--- src/rtl/lin_err_pkg.sv ---
package lin_err_pkg;
    localparam int STAT_W    = 32;
    localparam int NFLAG     = 7;
    localparam int FLG_STUCK = 0;
    localparam int FLG_OC    = 1;
    localparam int FLG_BIT   = 2;
    localparam int FLG_CKS   = 3;
    localparam int FLG_SYNC  = 4;
    localparam int FLG_DELIM = 5;
    localparam int FLG_IDPAR = 6;

    typedef enum logic [1:0] {
        SD_WATCH = 2'd0,
        SD_COUNT = 2'd1,
        SD_SAT   = 2'd2
    } stuck_state_e;
endpackage

--- src/rtl/lin_stuck_det.sv ---
module lin_stuck_det
    import lin_err_pkg::*;
#(
    parameter int LIMIT = 100
) (
    input  logic clk,
    input  logic rst_n,
    input  logic rx_level,
    input  logic bit_tick,
    output logic stuck_set
);
    localparam int CW = $clog2(LIMIT + 2);
    localparam logic [CW-1:0] LIM_V = CW'(LIMIT);

    stuck_state_e state_q, state_d;
    logic [CW-1:0] cnt_q, cnt_d;

    // state register
    always_ff @(posedge clk or negedge rst_n) begin
        if (!rst_n) begin
            state_q <= SD_WATCH;
            cnt_q   <= '0;
        end else begin
            state_q <= state_d;
            cnt_q   <= cnt_d;
        end
    end

    // transitions
    always_comb begin
        state_d = state_q;
        cnt_d   = cnt_q;
        unique case (state_q)
            SD_WATCH: begin
                cnt_d = '0;
                if (!rx_level && bit_tick) begin
                    state_d = SD_COUNT;
                    cnt_d   = CW'(1);
                end
            end
            SD_COUNT: begin
                if (rx_level) begin
                    state_d = SD_WATCH;
                    cnt_d   = '0;
                end else if (bit_tick) begin
                    cnt_d = cnt_q + CW'(1);
                    if (cnt_q == LIM_V) state_d = SD_SAT;
                end
            end
            SD_SAT: begin
                if (rx_level) begin
                    state_d = SD_WATCH;
                    cnt_d   = '0;
                end
            end
            default: begin
                state_d = SD_WATCH;
                cnt_d   = '0;
            end
        endcase
    end

    // outputs
    always_comb begin
        stuck_set = 1'b0;
        unique case (state_q)
            SD_COUNT: stuck_set = !rx_level && bit_tick && (cnt_q == LIM_V);
            default:  stuck_set = 1'b0;
        endcase
    end
endmodule

--- src/rtl/lin_oc_match.sv ---
module lin_oc_match #(
    parameter int CNT_W = 8
) (
    input  logic             clk,
    input  logic             rst_n,
    input  logic [CNT_W-1:0] tmo_count,
    input  logic [CNT_W-1:0] cmp_a,
    input  logic [CNT_W-1:0] cmp_b,
    input  logic             init_mode,
    input  logic             tmo_mode_en,
    output logic             oc_hit,
    output logic             oc_hw_clr
);
    logic init_q;

    always_ff @(posedge clk or negedge rst_n) begin
        if (!rst_n) init_q <= 1'b0;
        else        init_q <= init_mode;
    end

    always_comb begin
        oc_hit    = (tmo_count == cmp_a) || (tmo_count == cmp_b);
        oc_hw_clr = init_mode && !init_q && tmo_mode_en;
    end
endmodule

--- src/rtl/lin_flag_bank.sv ---
module lin_flag_bank #(
    parameter int NF = 7
) (
    input  logic          clk,
    input  logic          rst_n,
    input  logic [NF-1:0] set_v,
    input  logic [NF-1:0] sw_clr_v,
    input  logic [NF-1:0] hw_clr_v,
    output logic [NF-1:0] flags
);
    for (genvar i = 0; i < NF; i++) begin : g_flag
        always_ff @(posedge clk or negedge rst_n) begin
            if (!rst_n)        flags[i] <= 1'b0;
            else if (set_v[i]) flags[i] <= 1'b1;
            else if (sw_clr_v[i] || hw_clr_v[i]) flags[i] <= 1'b0;
        end
    end
endmodule

--- src/rtl/lin_err_status.sv ---
module lin_err_status
    import lin_err_pkg::*;
#(
    parameter int STUCK_LIMIT = 100,
    parameter int CNT_W       = 8
) (
    input  logic              clk,
    input  logic              rst_n,
    input  logic              rx_level,
    input  logic              bit_tick,
    input  logic              ev_bit_err,
    input  logic              hdr_phase,
    input  logic              master_mode,
    input  logic              ev_cksum_err,
    input  logic              ev_sync_err,
    input  logic              ev_delim_short,
    input  logic              ev_id_parity,
    input  logic              cksum_calc_off,
    input  logic              cksum_field_off,
    input  logic [CNT_W-1:0]  tmo_count,
    input  logic [CNT_W-1:0]  cmp_a,
    input  logic [CNT_W-1:0]  cmp_b,
    input  logic              init_mode,
    input  logic              tmo_mode_en,
    input  logic              idle_on_tmo,
    input  logic              hdr_irq_en,
    input  logic [NFLAG-1:0]  sw_clr,
    output logic [STAT_W-1:0] status,
    output logic              hdr_irq,
    output logic              idle_req
);
    logic             stuck_set, oc_hit, oc_hw_clr;
    logic [NFLAG-1:0] set_v, hw_clr_v, flags;

    lin_stuck_det #(.LIMIT(STUCK_LIMIT)) u_stuck (
        .clk(clk), .rst_n(rst_n), .rx_level(rx_level),
        .bit_tick(bit_tick), .stuck_set(stuck_set)
    );

    lin_oc_match #(.CNT_W(CNT_W)) u_oc (
        .clk(clk), .rst_n(rst_n), .tmo_count(tmo_count),
        .cmp_a(cmp_a), .cmp_b(cmp_b), .init_mode(init_mode),
        .tmo_mode_en(tmo_mode_en), .oc_hit(oc_hit), .oc_hw_clr(oc_hw_clr)
    );

    always_comb begin
        set_v            = '0;
        set_v[FLG_STUCK] = stuck_set;
        set_v[FLG_OC]    = oc_hit;
        set_v[FLG_BIT]   = ev_bit_err && (!hdr_phase || master_mode);
        set_v[FLG_CKS]   = ev_cksum_err && !cksum_calc_off && !cksum_field_off;
        set_v[FLG_SYNC]  = ev_sync_err;
        set_v[FLG_DELIM] = ev_delim_short;
        set_v[FLG_IDPAR] = ev_id_parity;
        hw_clr_v         = '0;
        hw_clr_v[FLG_OC] = oc_hw_clr;
    end

    lin_flag_bank #(.NF(NFLAG)) u_bank (
        .clk(clk), .rst_n(rst_n), .set_v(set_v), .sw_clr_v(sw_clr),
        .hw_clr_v(hw_clr_v), .flags(flags)
    );

    always_comb begin
        status   = {{(STAT_W-NFLAG){1'b0}}, flags};
        hdr_irq  = hdr_irq_en && (flags[FLG_SYNC] || flags[FLG_DELIM] || flags[FLG_IDPAR]);
        idle_req = flags[FLG_OC] && idle_on_tmo;
    end
endmodule

--- config.mk ---
export PLATFORM = sky130hd
export DESIGN_NAME = lin_err_status
export DESIGN_NICKNAME = d
export VERILOG_FILES = /design/src/rtl/lin_err_pkg.sv /design/src/rtl/lin_stuck_det.sv /design/src/rtl/lin_oc_match.sv /design/src/rtl/lin_flag_bank.sv /design/src/rtl/lin_err_status.sv
export SDC_FILE = /design/constraint.sdc
export NUM_CORES = 1
export LEC_CHECK = 0
export BUFFER_PORTS_ARGS = -buffer_cell sky130_fd_sc_hd__buf_2
export CAP_MARGIN = 20
export CORE_ASPECT_RATIO = 1.25
export CORE_MARGIN = 8
export CORE_UTILIZATION = 37
export DETAILED_ROUTE_END_ITERATION = 7
export GPL_ROUTABILITY_DRIVEN = 0
export PLACE_DENSITY = 0.75
export SLEW_MARGIN = 5
export SYNTH_ARGS = -nofsm -noshare
export SYNTH_HDL_FRONTEND = slang
export SYNTH_SLANG_ARGS = --single-unit
--- constraint.sdc ---
create_clock -name clk -period 1.4 [get_ports clk]
set_input_delay 0.14 -clock clk [delete_from_list [all_inputs] [get_ports clk]]
set_output_delay 0.14 -clock clk [all_outputs]
set_load 0.03 [all_outputs]
**Yosys cells after proc, flatten, opt, wreduce, memory -nomap -nowiden**

Index checks and enable logic that the tools add are counted.

- Add/sub/neg operators: 1
- Equality and inequality tests: 9
- Mux-type cells: 26
- Reductions and logical operators: 29

Operators by type and width:

| operator | number |
|---|---|
| 7-bit two-way mux | 3 |
| 7-bit one-hot mux with 3 select lines | 1 |
| 8-bit == test | 2 |
| 1-bit two-way mux | 16 |
| 2-bit nonzero test | 7 |
| 2-bit two-way mux | 5 |
| 1-bit logical AND | 9 |
| 7-bit by 1-bit adder with 7-bit output, second input constant | 1 |
| 7-bit == test, second input constant | 1 |
| 2-bit one-hot mux with 3 select lines | 1 |
| 1-bit zero test | 5 |
| 1-bit logical OR | 5 |
| 4-bit AND reduction | 1 |
| 3-bit by 2-bit != test with 1-bit output, second input constant | 1 |
| 3-bit != test, second input constant | 1 |
| 2-bit by 1-bit == test with 1-bit output, second input constant | 1 |
| 2-bit == test, second input constant | 1 |
| 2-bit zero test | 1 |
| 2-bit by 1-bit != test with 1-bit output, second input constant | 1 |
| 2-bit != test, second input constant | 1 |
| 2-bit AND reduction | 1 |

- Flip-flop bits (word level): 17
- Input port bits: 48
- Output and inout port bits: 34
- Logic and storage cells: 75

**Logic depth before layout (Yosys ltp)**

Gate-level depths: netlist of the first run.

- Word-level depth: 6
- Mapped depth: 6
- Depth with buffers taken out: 6

**By module**

Synthesis of the first run repeated with hierarchy kept, for this count alone.

- Cells, all modules: 139
- Area total of the unflattened synthesis: 1260.0 µm²

By module, submodules not included:

| module | times used | cells an instance | area each (µm²) | seq. area each (µm²) |
|---|---|---|---|---|
| lin_stuck_det | 1 | 63 | 576.8 | 225.2 |
| lin_flag_bank | 1 | 21 | 254.0 | 175.2 |
| lin_err_status | 1 | 31 | 225.2 | 0.0 |
| lin_oc_match | 1 | 24 | 203.9 | 25.0 |

**Worst setup path before layout of the first run**

OpenSTA, ideal clock, no wires.

- Kind: register -> register
- Start: register u_stuck.state_q[1]
- End: register u_stuck.cnt_q[3]
- Setup time: 0.077 ns
- Arrival time: 1.211 ns
- Required time: 1.323 ns
- Slack: 0.112 ns
- Stages on the path, launching flop included: 6
- Path buffers: 1
- Period minus slack after synthesis: 1.288 ns
- Path through: dfrtp_1 or2b_1 buf_6 nand3_2 or3_1 a21oi_1

- Cells in the longest elaborated chain, start to end: 3
- Elaborated cells between the ends (all ways): 7
- Those cells by class: eq/ne (4); mux (1); reduce/logical (2)

RTL lines:

| what | RTL line | RTL |
|---|---|---|
| start, declared | lin_stuck_det.sv:15 | `stuck_state_e state_q, state_d;` |
| start signal, assigned | lin_stuck_det.sv:24 | `state_q <= state_d;` |
| 2-bit by 1-bit == test with 1-bit output or 2-bit == test (tied branches) | lin_stuck_det.sv:33 | `unique case (state_q)` |
| 3-bit != test (no source line) or 2-bit != test (tied branches) | n/a |  |
| 2-bit AND reduction (no source line) | n/a |  |
| end signal, assigned | lin_stuck_det.sv:25 | `cnt_q <= cnt_d;` |
| end, declared | lin_stuck_det.sv:16 | `logic [CW-1:0] cnt_q, cnt_d;` |

Parallel ways exist; a longest one is shown, timed or not.
A chain may end at the register's enable or synchronous reset.

**Worst setup path in the final report of the first run**

- Start: register u_stuck.state_q[1]
- End: register u_stuck.cnt_q[4]

Same word-level chain as after synthesis.

==> impl_results.md, run 1 <==
- Outcome: finished, final reports clean
- Clock transition at path regs: around 70 ps
- Overall power: about 1.2 mW
- Placed insts: around 230
- Required time of the critical path: around 1500 ps
- Root Buffer: clkbuf_8
- Fill cells: ~330
- Port buffer count: 56
- R2R Setup Slk: ~50 ps
- DIE WIDTH: a little under 70 um
- Post-synth top flop: dfrtp_1
- Drt first pass iters: 2
- Leak pwr: between 0.7 and 0.8 nW
- Share of cells above drive strength 1: between 30% and 40%
- Grt ovf: 0
- Antenna Cells: 0
- Family with the most delay on the worst path: flip-flops
- Clock period minus worst slack: between 1000 and 1500 ps
- Cell count after synthesis: ~130
- Routed vias: between 1000 and 1500
- Largest net degree at the start of global routing: 18
- Startpoint Class: flip-flop
- Total GRT Usage: roughly 11%
- Vias in the first global route: roughly 1200
- Post-DP HPWL: ~2500 um
- PD cells: 791.0 nW/um2
- Synth Register Bits: 17
- Most frequent cells in the layout: buf_2 (56), conb_1 (25), dfrtp_1 (16)
- Post-Syn Area: between 1000 and 1500 um2
- Max Fclk: between 700 and 800 MHz
- Initial core utilization: 38.34%
- Die extent in y: roughly 80 um
- Synth warn: 0
- Final Non-Filler Cells: ~230
- 1st-iter DRT viols: 7
- Final Hold Slack: about 56 ps
- Ys async rst share: 100.0%
- CTS H-tree depth: 1
- Core Area: around 3200 um2
- CTS tree: built
- Tcrit/Tclk final: between 90% and 100%
- HP Class: in2reg
- Sequential element share of the synthesized area: around a third
- Core Util, Final: 48.46%
- Final Skew: roughly 7.3 ps
- Vias per cell: roughly 4.6
- Buf/Inv on CP: 1
- CP max FO: 7
- DRC viols: 0
- Syn avg cell area: 9.057 um2
- Synth cell types: 32
- Kind of critical path: reg2reg
- Syn-to-layout area delta: 26.39%
- RSZ-0062 raised after global routing: yes
- Final setup viols: 0
- Most common cell after layout, fill and taps aside: buf_2
- Fin nets: 247
- Endpoint type of the worst setup path: flip-flop
- Maximum clock path buffer count: 2
- Drt wl/cell: 12.37 um
- Initial antenna violation count: 0
- Ordered list of cells on the worst path: or2b_1, buf_4, nand4_1, xor2_1, nor2_1
- Total wire length: 2882 um
- TritonCTS buffer count: 3
- Max-Cap Viols: 0
- Worst EP arrival: between 1000 and 1500 ps
- Final hold violations: 0
- DRT antenna net count: 0
- Final setup margin: roughly 50 ps
- Slowest Stage Delay on Critical Path: about 460 ps
- Post-synth EDFFs: 0
- Die ar.: roughly 5400 um2
- Slowest cell on crit path: dfrtp_1
- Worst skew pair latency: ~250 ps
- First-pass GRT wire length: between 4000 and 5000 um
- # IOs: between 80 and 90
- Worst vdd ir: between 0.5 and 0.6 mV
- Slew Limit Fails: 0
- Cell row count: 23
- Pre-CTS setup slack: -4.393 ps
- Sink Count: 17
[report_power, final]
group,switching (mW),total (mW),internal [mW],leakage (nW)
sequential,0.0146,0.524,0.509,0.218
clock,0.168,0.366,0.197,0.0255
combinational,0.208,0.324,0.116,0.545
total,0.391,1.21,0.823,0.789
[state kept, by name, summed over array words and instances (netlist names)]
register and cells:
u_bank.flags 7, u_stuck.cnt_q 7, u_stuck.state_q 2, u_oc.init_q 1
[cells by family after synthesis]
logic type	Yosys count	share of synthesized area [%]
buf+inv	37	19.90
other cells	1	0.3090
fa+ha+maj	2	2.062
compound gates	22	11.44
simple gates	36	17.53
flops	17	35.05
xor+xnor	19	13.71
[Yosys cell counts, drive strengths merged (4+ instances only)]
library cell | n | area share (%)
nand2 | 6 | 1.9
dfrtp | 17 | 35
nor2 | 8 | 2.5
xor2 | 11 | 7.9
buf | 27 | 17
o21ai | 6 | 2.5
inv | 10 | 3.1
a21oi | 6 | 2.5
xnor2 | 8 | 5.8
nand4 | 5 | 2.6
a21o | 4 | 2.5
[timing repair]
item | in CTS | in global routing
buffers inserted | 0 | 1
pin swaps | 0 | 2
gates resized for setup | 2 | 5
endpoints found under the hold margin | 18 | 0
setup endpoints to repair | 2 | 5
hold buffers | 2 | 0
[metal layers]
metal,vias up,GRT usage [%],share of wire [%]
met3,2,3.090,6.7
li1,522,-,-
met4,0,4.403,0.73
met5,-,0,0
met2,50,20.23,54
met1,503,10.63,38
[worst paths after layout]
check                                   start                 end  cells past startpoint
max                        u_stuck.state_q[1]    u_stuck.cnt_q[4]                      5
min                              ev_id_parity     u_bank.flags[6]                      2
max reg2reg                u_stuck.state_q[1]    u_stuck.cnt_q[4]                      5
min reg2reg                   u_bank.flags[6]     u_bank.flags[6]                      1
max in group asynchronous               rst_n  u_stuck.state_q[0]                      2
min in group asynchronous               rst_n     u_bank.flags[0]                      2
[per-stage QoR]
step	cell area, um2	setup TNS (ps)
3_5_place_dp	1441	-4.393
3_3_place_gp	1441	-88.00
5_1_grt	1534	-58.38
2_1_floorplan	1304	0
6_report	1534	0
4_1_cts	1514	0
[final cells by class]
cell class              count  area, um2  share of cell area [%]
well taps                  37      46.29                   3.018
clock buffers               3      41.29                   2.692
inverters                  10      37.54                   2.447
flip-flops and latches     17      426.7                   27.81
repair buffers             61      322.8                   21.04
clock inverters             1      5.005                  0.3263
multi-input cells         104      654.4                   42.66
Power figures use the tool's default switching activity.
==> inputs of run 2 (changes only) <==
REMOVE_ABC_BUFFERS = 1   (was default)
TNS_END_PERCENT = 5   (was default)
==> run 2 against run 1 <==
First-iteration DRC count rose by 100%. Utilization is 0.75 points lower. Largest cell class unchanged. Flip-flop and latch count unchanged. Wire length rose by 1.6%. Cell area fell by 1.5%. Register-to-register slack about the same. Maximum frequency shrank 0.46%. Via count fell by 2.6%. Critical path type unchanged. Hold slack worse by 46 ps. Critical endpoint is now u_stuck.state_q[0]. Global-route usage fell by 0.34 points. Count of clock-buffer cells in the layout is 1 higher.
==> impl_results.md, run 2 (synthesis gave the netlist of run 1 again) <==
- DRC viols: 0
- Share of cells above drive strength 1: between 30% and 40%
- Vias per cell: about 4.5
- Buf/Inv on CP: 1
- HP Class: in2reg
- Final hold violations: 0
- Most frequent cells in the layout: buf_2 (56), conb_1 (25), dfrtp_1 (17)
- Largest net degree at the start of global routing: 18
- Most common cell after layout, fill and taps aside: buf_2
- # IOs: between 80 and 90
- Worst vdd ir: 0.3783 mV
- Vias in the first global route: roughly 1100
- Max-Cap Viols: 0
- Comb power frac: a little over a quarter
- Clock group share of total power: about 30%
- Family with the most delay on the worst path: flip-flops
- Crit. Startpoint: u_stuck.cnt_q[0]
- Kind of critical path: reg2reg
- Slowest cell on crit path: dfrtp_1
- Slew Limit Fails: 0
- Root Buffer: clkbuf_8
- DRT antenna net count: 0
- Clock period minus worst slack: between 1000 and 1500 ps
- Startpoint Class: flip-flop
- PD cells: about 790 nW/um2
- Worst EP arrival: between 1000 and 1500 ps
- Sw frac: 31.23%
- Sink Count: 17
- RSZ-0062 raised after global routing: yes
- Hold Startpoint: init_mode
- Required time of the critical path: between 1500 and 2000 ps
- Routed vias: ~1000
- Maximum clock path buffer count: 2
- Dpl cell area: approximately 1400 um2
- Port buffer count: 56
- First-pass GRT wire length: roughly 4500 um
- Total GRT Usage: between 10% and 20%
- Placed insts: between 200 and 250
- Final Skew: 3.658 ps
- CP max FO: 5
- Slowest Stage Delay on Critical Path: roughly 410 ps
- Setup Buffers After CTS: 0
- Syn-to-layout area delta: 24.43%
- Switching Power: around 0.37 mW
- CTS tree: built
- Die ar.: between 5000 and 6000 um2
- Max Fclk: between 700 and 800 MHz
- Drt first pass iters: 4
- Leak pwr: between 0.7 and 0.8 nW
- Initial core utilization: between 30% and 40%
- TritonCTS buffer count: 3
- Grt ovf: 0
- Fin nets: about 250
- Ordered list of cells on the worst path: inv_1, ha_1, nand4b_1, nor3_2, a2111oi_1
- Clock transition at path regs: around 60 ps
- RR Startpoint: u_stuck.cnt_q[0]
- Design area: roughly 1500 um2
- Core Area: 3166 um2
- 1st-iter DRT viols: 14
- Drt wl/cell: approximately 13 um
- Post-DP HPWL: 2562 um
- DIE WIDTH: 67.23 um
- Endpoint type of the worst setup path: flip-flop
- Internal Power: 0.8214 mW
- Cell row count: 23
- Sequential Power Share: between 40% and 50%
- Worst skew pair latency: between 200 and 300 ps
- Overall power: ~1.2 mW
- CTS H-tree depth: 1
- Initial antenna violation count: 0
- Final setup viols: 0
- Total wire length: slightly below 3000 um
- Antenna Cells: 0
- Top Registers: u_bank.flags x7, u_stuck.cnt_q x7, u_stuck.state_q x2
- Final Non-Filler Cells: around 230
- Die extent in y: approximately 80 um
- Core Util, Final: between 40% and 50%
- Tcrit/Tclk final: a little over nine tenths
- Outcome: finished, final reports clean
-- run 2: path summary, 6_finish.rpt --
path | endpoint | slack (ps) | depth (start not counted)
worst max register to register | u_stuck.state_q[0] | 40 | 5
worst min-delay path | u_oc.init_q | 9 | 1
worst min register to register | u_bank.flags[5] | 510 | 1
max in group asynchronous | u_stuck.cnt_q[2] | 780 | 2
worst max-delay path | u_stuck.state_q[0] | 40 | 5
min in group asynchronous | u_oc.init_q | 340 | 2
-- run 2: power groups by stage --
stage,clock network [mW],registers (mW),logic (mW)
CTS,0.367,0.521,0.318
global placement,0,0.529,0.312
finish,0.356,0.521,0.317
floorplan,0,0.553,0.170
global route,0.386,0.523,0.345
detailed placement,0,0.530,0.316
-- run 2: worst register-to-register path, cell delays in order (launching register included) --
cell and delay (ps):
dfrtp_1 410, inv_1 90, ha_1 200, nand4b_1 100
nor3_2 60, a2111oi_1 370
-- run 2: metrics by stage --
stage | worst slack (ps) | TNS (ps) | hold slack [ps]
after detailed placement | 64.93 | 0 | 89.64
after global placement | 121.3 | 0 | 87.90
after global routing | -26.46 | -26.46 | 3.643
after floorplan | 90.03 | 0 | -155.6
after CTS | 42.33 | 0 | 5.771
final | 44.08 | 0 | 9.199
-- run 2: area by class of cell --
| type | count | area [um2] |
|---|---|---|
| inverters | 10 | 37.54 |
| multi-input cells | 104 | 643.1 |
| clock buffers | 4 | 45.04 |
| repair buffers | 60 | 312.8 |
| well taps | 37 | 46.29 |
| flip-flops and latches | 17 | 425.4 |
| fillers | 312 | 1655 |
-- run 2: repair_timing --
| item | CTS | global route |
|---|---|---|
| gates resized for setup | 0 | 2 |
| endpoints found under the hold margin | 17 | 0 |
| setup endpoints to repair | 0 | 3 |
| hold buffers | 1 | 0 |
-- run 2: metal layers --
layer	GRT usage [%]	up-vias	share of wire, %
met2	19.18	56	53
met1	10.38	465	38
met5	0	-	0
met4	5.031	0	1.4
li1	-	523	-
met3	2.949	5	7.6
